===== config.mk =====
export PLATFORM = sky130hd
export DESIGN_NAME = fsync_gen
export DESIGN_NICKNAME = d
export VERILOG_FILES = /design/src/rtl/fsync_pkg.sv /design/src/rtl/fsync_ctrl.sv /design/src/rtl/fsync_dp.sv /design/src/rtl/fsync_gen.sv
export SDC_FILE = /design/constraint.sdc
export NUM_CORES = 1
export LEC_CHECK = 0
export BUFFER_PORTS_ARGS = -buffer_cell sky130_fd_sc_hd__buf_2
export CELL_PAD_IN_SITES_DETAIL_PLACEMENT = 1
export CELL_PAD_IN_SITES_GLOBAL_PLACEMENT = 1
export CORE_AREA = 3 3 70 137
export DETAILED_ROUTE_END_ITERATION = 10
export DIE_AREA = 0 0 73 140
export GPL_TIMING_DRIVEN = 0
export MAX_ROUTING_LAYER = met4
export PLACE_DENSITY_LB_ADDON = 0.1
export SLEW_MARGIN = 20
export SYNTH_ARGS = -nofsm -noshare
export SYNTH_HDL_FRONTEND = slang
export SYNTH_HIERARCHICAL = 1
export SYNTH_SLANG_ARGS = --single-unit

===== constraint.sdc =====
create_clock -name clk -period 4.1 [get_ports clk]
set_input_delay 0.41 -clock clk [delete_from_list [all_inputs] [get_ports clk]]
set_output_delay 0.41 -clock clk [all_outputs]
set_load 0.01 [all_outputs]

===== src/rtl/fsync_pkg.sv =====
package fsync_pkg;
  // Strobes passed from the counting control to the output datapath
  typedef struct packed {
    logic take;      // a byte is accepted this cycle
    logic lineEnd;   // accepted byte closes a line
    logic fieldEnd;  // accepted byte closes a field
    logic rise;      // accepted byte opens the last line of the field
    logic fall;      // accepted byte closes the last line of the field
  } fsync_strb_t;
endpackage


===== src/rtl/fsync_ctrl.sv =====
module fsync_ctrl
  import fsync_pkg::*;
#(
  parameter int WIDTH_W  = 12,
  parameter int THRESH_W = 12
) (
  input  logic                clk,
  input  logic                rstN,
  input  logic                enable,
  input  logic                byteValid,
  input  logic [WIDTH_W-1:0]  activeWidth,
  input  logic [THRESH_W-1:0] activeThresh,
  output fsync_strb_t         strb
);
  logic [WIDTH_W-1:0]  byteCnt;
  logic [THRESH_W-1:0] lineCnt;
  logic lastByte, lastLine, firstByte, take;

  assign take      = enable & byteValid;
  assign lastByte  = (byteCnt == activeWidth - WIDTH_W'(1));
  assign lastLine  = (lineCnt == activeThresh - THRESH_W'(1));
  assign firstByte = (byteCnt == '0);

  always_comb begin
    strb.take     = take;
    strb.lineEnd  = take & lastByte;
    strb.fieldEnd = take & lastByte & lastLine;
    strb.rise     = take & firstByte & lastLine;
    strb.fall     = take & lastByte & lastLine;
  end

  always_ff @(posedge clk) begin
    if (!rstN || !enable) begin
      byteCnt <= '0;
      lineCnt <= '0;
    end else if (take) begin
      if (lastByte) begin
        byteCnt <= '0;
        lineCnt <= lastLine ? '0 : lineCnt + THRESH_W'(1);
      end else begin
        byteCnt <= byteCnt + WIDTH_W'(1);
      end
    end
  end

  // Position counters stay inside the working line and field size (R9 clamp keeps them non-empty)
  assert_byte_range_R9: assert property (@(posedge clk) disable iff (!rstN)
    byteCnt < activeWidth);
  assert_line_range_R9: assert property (@(posedge clk) disable iff (!rstN)
    lineCnt < activeThresh);
  // Counters restart after a disabled cycle
  assert_restart_off_R2: assert property (@(posedge clk) disable iff (!rstN)
    !enable |=> (byteCnt == '0 && lineCnt == '0));
endmodule


===== src/rtl/fsync_dp.sv =====
module fsync_dp
  import fsync_pkg::*;
#(
  parameter int WIDTH_W  = 12,
  parameter int THRESH_W = 12,
  parameter int CNT_W    = 14
) (
  input  logic                clk,
  input  logic                rstN,
  input  logic                enable,
  input  logic [WIDTH_W-1:0]  cfgWidth,
  input  logic [THRESH_W-1:0] cfgThresh,
  input  fsync_strb_t         strb,
  output logic [WIDTH_W-1:0]  activeWidth,
  output logic [THRESH_W-1:0] activeThresh,
  output logic                syncOut,
  output logic                lineEvent,
  output logic [CNT_W-1:0]    eventCount
);
  localparam logic [CNT_W-1:0]    CNT_MAX   = '1;
  localparam logic [WIDTH_W-1:0]  MIN_WIDTH = WIDTH_W'(2);
  localparam logic [THRESH_W-1:0] MIN_LINES = THRESH_W'(1);

  logic [WIDTH_W-1:0]  widthClamp;
  logic [THRESH_W-1:0] threshClamp;
  logic                toggle;

  assign widthClamp  = (cfgWidth < MIN_WIDTH) ? MIN_WIDTH : cfgWidth;
  assign threshClamp = (cfgThresh == '0) ? MIN_LINES : cfgThresh;
  assign toggle      = (strb.rise & ~syncOut) | (strb.fall & syncOut);

  // Working configuration: loaded while idle or at a field boundary
  always_ff @(posedge clk) begin
    if (!rstN) begin
      activeWidth  <= MIN_WIDTH;
      activeThresh <= MIN_LINES;
    end else if (!enable || strb.fieldEnd) begin
      activeWidth  <= widthClamp;
      activeThresh <= threshClamp;
    end
  end

  always_ff @(posedge clk) begin
    if (!rstN || !enable) begin
      syncOut    <= 1'b0;
      lineEvent  <= 1'b0;
      eventCount <= '0;
    end else begin
      lineEvent <= strb.lineEnd;
      if (strb.rise)      syncOut <= 1'b1;
      else if (strb.fall) syncOut <= 1'b0;
      if (toggle && eventCount != CNT_MAX) eventCount <= eventCount + CNT_W'(1);
    end
  end

  assert_sync_low_off_R2: assert property (@(posedge clk) disable iff (!rstN)
    !enable |=> (!syncOut && !lineEvent && eventCount == '0));
  assert_gap_hold_R5: assert property (@(posedge clk) disable iff (!rstN)
    (enable && !strb.take) |=> ($stable(syncOut) && $stable(eventCount) && !lineEvent));
  assert_line_pulse_R6: assert property (@(posedge clk) disable iff (!rstN)
    lineEvent |=> !lineEvent);
  assert_count_sat_R7: assert property (@(posedge clk) disable iff (!rstN)
    (enable && eventCount == CNT_MAX) |=> eventCount == CNT_MAX);
  assert_count_mono_R7: assert property (@(posedge clk) disable iff (!rstN)
    enable |=> eventCount >= $past(eventCount));
  assert_cfg_hold_R8: assert property (@(posedge clk) disable iff (!rstN)
    (enable && !strb.fieldEnd) |=> ($stable(activeWidth) && $stable(activeThresh)));
  assert_cfg_min_R9: assert property (@(posedge clk) disable iff (!rstN)
    activeWidth >= MIN_WIDTH && activeThresh >= MIN_LINES);
endmodule


===== src/rtl/fsync_gen.sv =====
module fsync_gen #(
  parameter int WIDTH_W  = 12,
  parameter int THRESH_W = 12,
  parameter int CNT_W    = 14
) (
  input  logic                clk,
  input  logic                rstN,
  input  logic                enable,
  input  logic                byteValid,
  input  logic [WIDTH_W-1:0]  lineWidth,
  input  logic [THRESH_W-1:0] lineThresh,
  output logic                syncOut,
  output logic                lineEvent,
  output logic [CNT_W-1:0]    eventCount
);
  fsync_pkg::fsync_strb_t strb;
  logic [WIDTH_W-1:0]  activeWidth;
  logic [THRESH_W-1:0] activeThresh;

  fsync_ctrl #(.WIDTH_W(WIDTH_W), .THRESH_W(THRESH_W)) uCtrl (
    .clk(clk), .rstN(rstN), .enable(enable), .byteValid(byteValid),
    .activeWidth(activeWidth), .activeThresh(activeThresh), .strb(strb));

  fsync_dp #(.WIDTH_W(WIDTH_W), .THRESH_W(THRESH_W), .CNT_W(CNT_W)) uDp (
    .clk(clk), .rstN(rstN), .enable(enable),
    .cfgWidth(lineWidth), .cfgThresh(lineThresh), .strb(strb),
    .activeWidth(activeWidth), .activeThresh(activeThresh),
    .syncOut(syncOut), .lineEvent(lineEvent), .eventCount(eventCount));

  // Sync may only rise in the cycle after an accepted byte
  assert_rise_on_byte_R3: assert property (@(posedge clk) disable iff (!rstN)
    (!syncOut && !(enable && byteValid)) |=> !syncOut);
endmodule


==> metrics.yaml <==
hold_path_class: "input pin to flip-flop"
ir_drop_mv: 0.315
start_util_pct: 42.9
drc: 0
num-nets-final: 550
rows: 48
cp-start-kind: "flip-flop"
setup_tns_ns: 0
insertedDiodeCount: 0
setup_viol: 0
cts_num_sinks: 64
crit_path_end_kind: "flip-flop"
grt_use_total_pct: 25.1
powerDensity_nw_per_um2: 356
cp.required_ns: 4.35
max_freq_mhz: 266
dieHeight_um: 140
dpl.hpwl_um: 9080
dr.pass1.iters: 4
grt_max_degree: 12
min_period_ns: 3.77
total_power_mw: 1.57
layout_common_cells: "nand2_1 (66), dfxtp_1 (64), buf_2 (45)"
hold_viol_final: 0
clock_skew_ns: 0.00603
ant_nets: 0
die_w_um: 73
synth_cells: 463
relSlewSlack_pct: 52.3
dr_total_vias: 3706
drive_gt1_share_pct: 16.1
drv_cap: 0
path_clk_slew_ns: 0.05
clk_path_buf_depth: 2
min_from: "lineThresh[2]"
p_leak_nw: 1.61
worst-setup-path-type: "flip-flop to flip-flop"
ioPinCount: 44
portBuffers: 43
area_growth_pct: 18.3
cts_tree: "yes"
postSynthAreaPerCell_um2: 8.07
status: "finished, final reports clean"
numCtsBuffers: 9
met2_length_um: 7010
grt-ovfl-total: 0
wl_per_cell_um: 18.8
grt_pass1_vias: 3950
yosys_warnings: 6
cts_root_buf: "clkbuf_16"
rsz0062_at_grt: "no"
crit_fanout: 8
antenna_found_initial: 0
r2r-start: "uDp/activeWidth[0]"
period_share_pct: 91.9
wl_met3_um: 291
wirelength_met1_um: 3880
maxSlewViolCount: 0
place_inst: 606
grt_pass1_wl_um: 19400
gp_congestion: 0.777
tightest_slew_ns: 0.711
core_um2: 8710
design.die.area_um2: 10200
syn-cell-area_um2: 3740
finalNonFillerCells: 621
critPathArrivalTime_ns: 4.02
rrSetupSlack_ns: 0.33
top_layer_used: "met4"
via_per_inst: 5.97
detail_route.iter0.violations: 125
htree_levels: 3
drt-total-wl_um: 11700
postCtsHoldBufs: 0
worstSetupStartpoint: "uDp/activeWidth[0]"
syn-num-nets: 497
layout_commonest_cell: "nand2_1"
clock_latency_ns: 0.33
[path summary, 6_finish.rpt]
kind | to | cells past startpoint
setup / recovery | uDp/eventCount[10] | 12
hold / removal | uDp/activeThresh[2] | 3
setup reg to reg | uDp/eventCount[10] | 12
hold reg to reg | uDp/activeWidth[2] | 2
[registers in the layout (all words and copies together) (netlist names)]
| name | flops |
|---|---|
| uDp/syncOut | 1 |
| uCtrl/lineCnt | 12 |
| uDp/eventCount | 14 |
| uDp/lineEvent | 1 |
| uDp/activeThresh | 12 |
| uCtrl/byteCnt | 12 |
| uDp/activeWidth | 12 |
[stage by stage]
step	hold WS [ns]	area, um2	utilization (%)	setup slack (ns)
after global placement	0.457	4080	46.8	-0.170
after detailed placement	0.468	4080	46.8	-0.274
after floorplan	0.438	3740	-	0.493
final	0.353	4420	50.8	0.334
after global routing	0.353	4420	50.8	0.0459
after CTS	0.342	4390	50.4	0.00406
[power by group]
group	switching, mW	internal, mW	total, mW
Clock	0.262	0.502	0.764
Sequential	0.0236	0.636	0.660
Combinational	0.0858	0.0639	0.150
Total	0.371	1.20	1.57
[layer usage]
| layer | vias to the layer above | track usage (%) |
|---|---|---|
| met4 | 0 | 12.6 |
| li1 | 1794 | - |
| met5 | - | - |
| met3 | 37 | 4.09 |
| met1 | 1801 | 22.1 |
| met2 | 74 | 48.1 |
[critical path, stage by stage (launching register included)]
cell     delay (ns)
dfxtp_1        0.37
inv_1          0.08
ha_2           0.23
or4b_4         0.51
or4_1          0.53
nand3_1        0.10
o21ai_0        0.10
or3_4          0.40
nor2_4         0.17
mux2i_1        0.13
or3b_4         0.44
or4_1          0.48
a21oi_1        0.15
[area by class of cell]
cell class / count / area, um2
fillers: 1092 / 4290
multi-input cells: 357 / 2320
flip-flops and latches: 64 / 1280
clock buffers: 13 / 260
repair buffers: 43 / 215
well taps: 100 / 125
plain buffers: 21 / 105
inverters: 20 / 75.1
clock inverters: 3 / 40.0
[repair_timing]
action	CTS	global route
gates resized for setup	2	9
endpoints found under the setup margin	10	29
pin swaps	0	0
buffers inserted	0	0
Power figures use the tool's default switching activity.
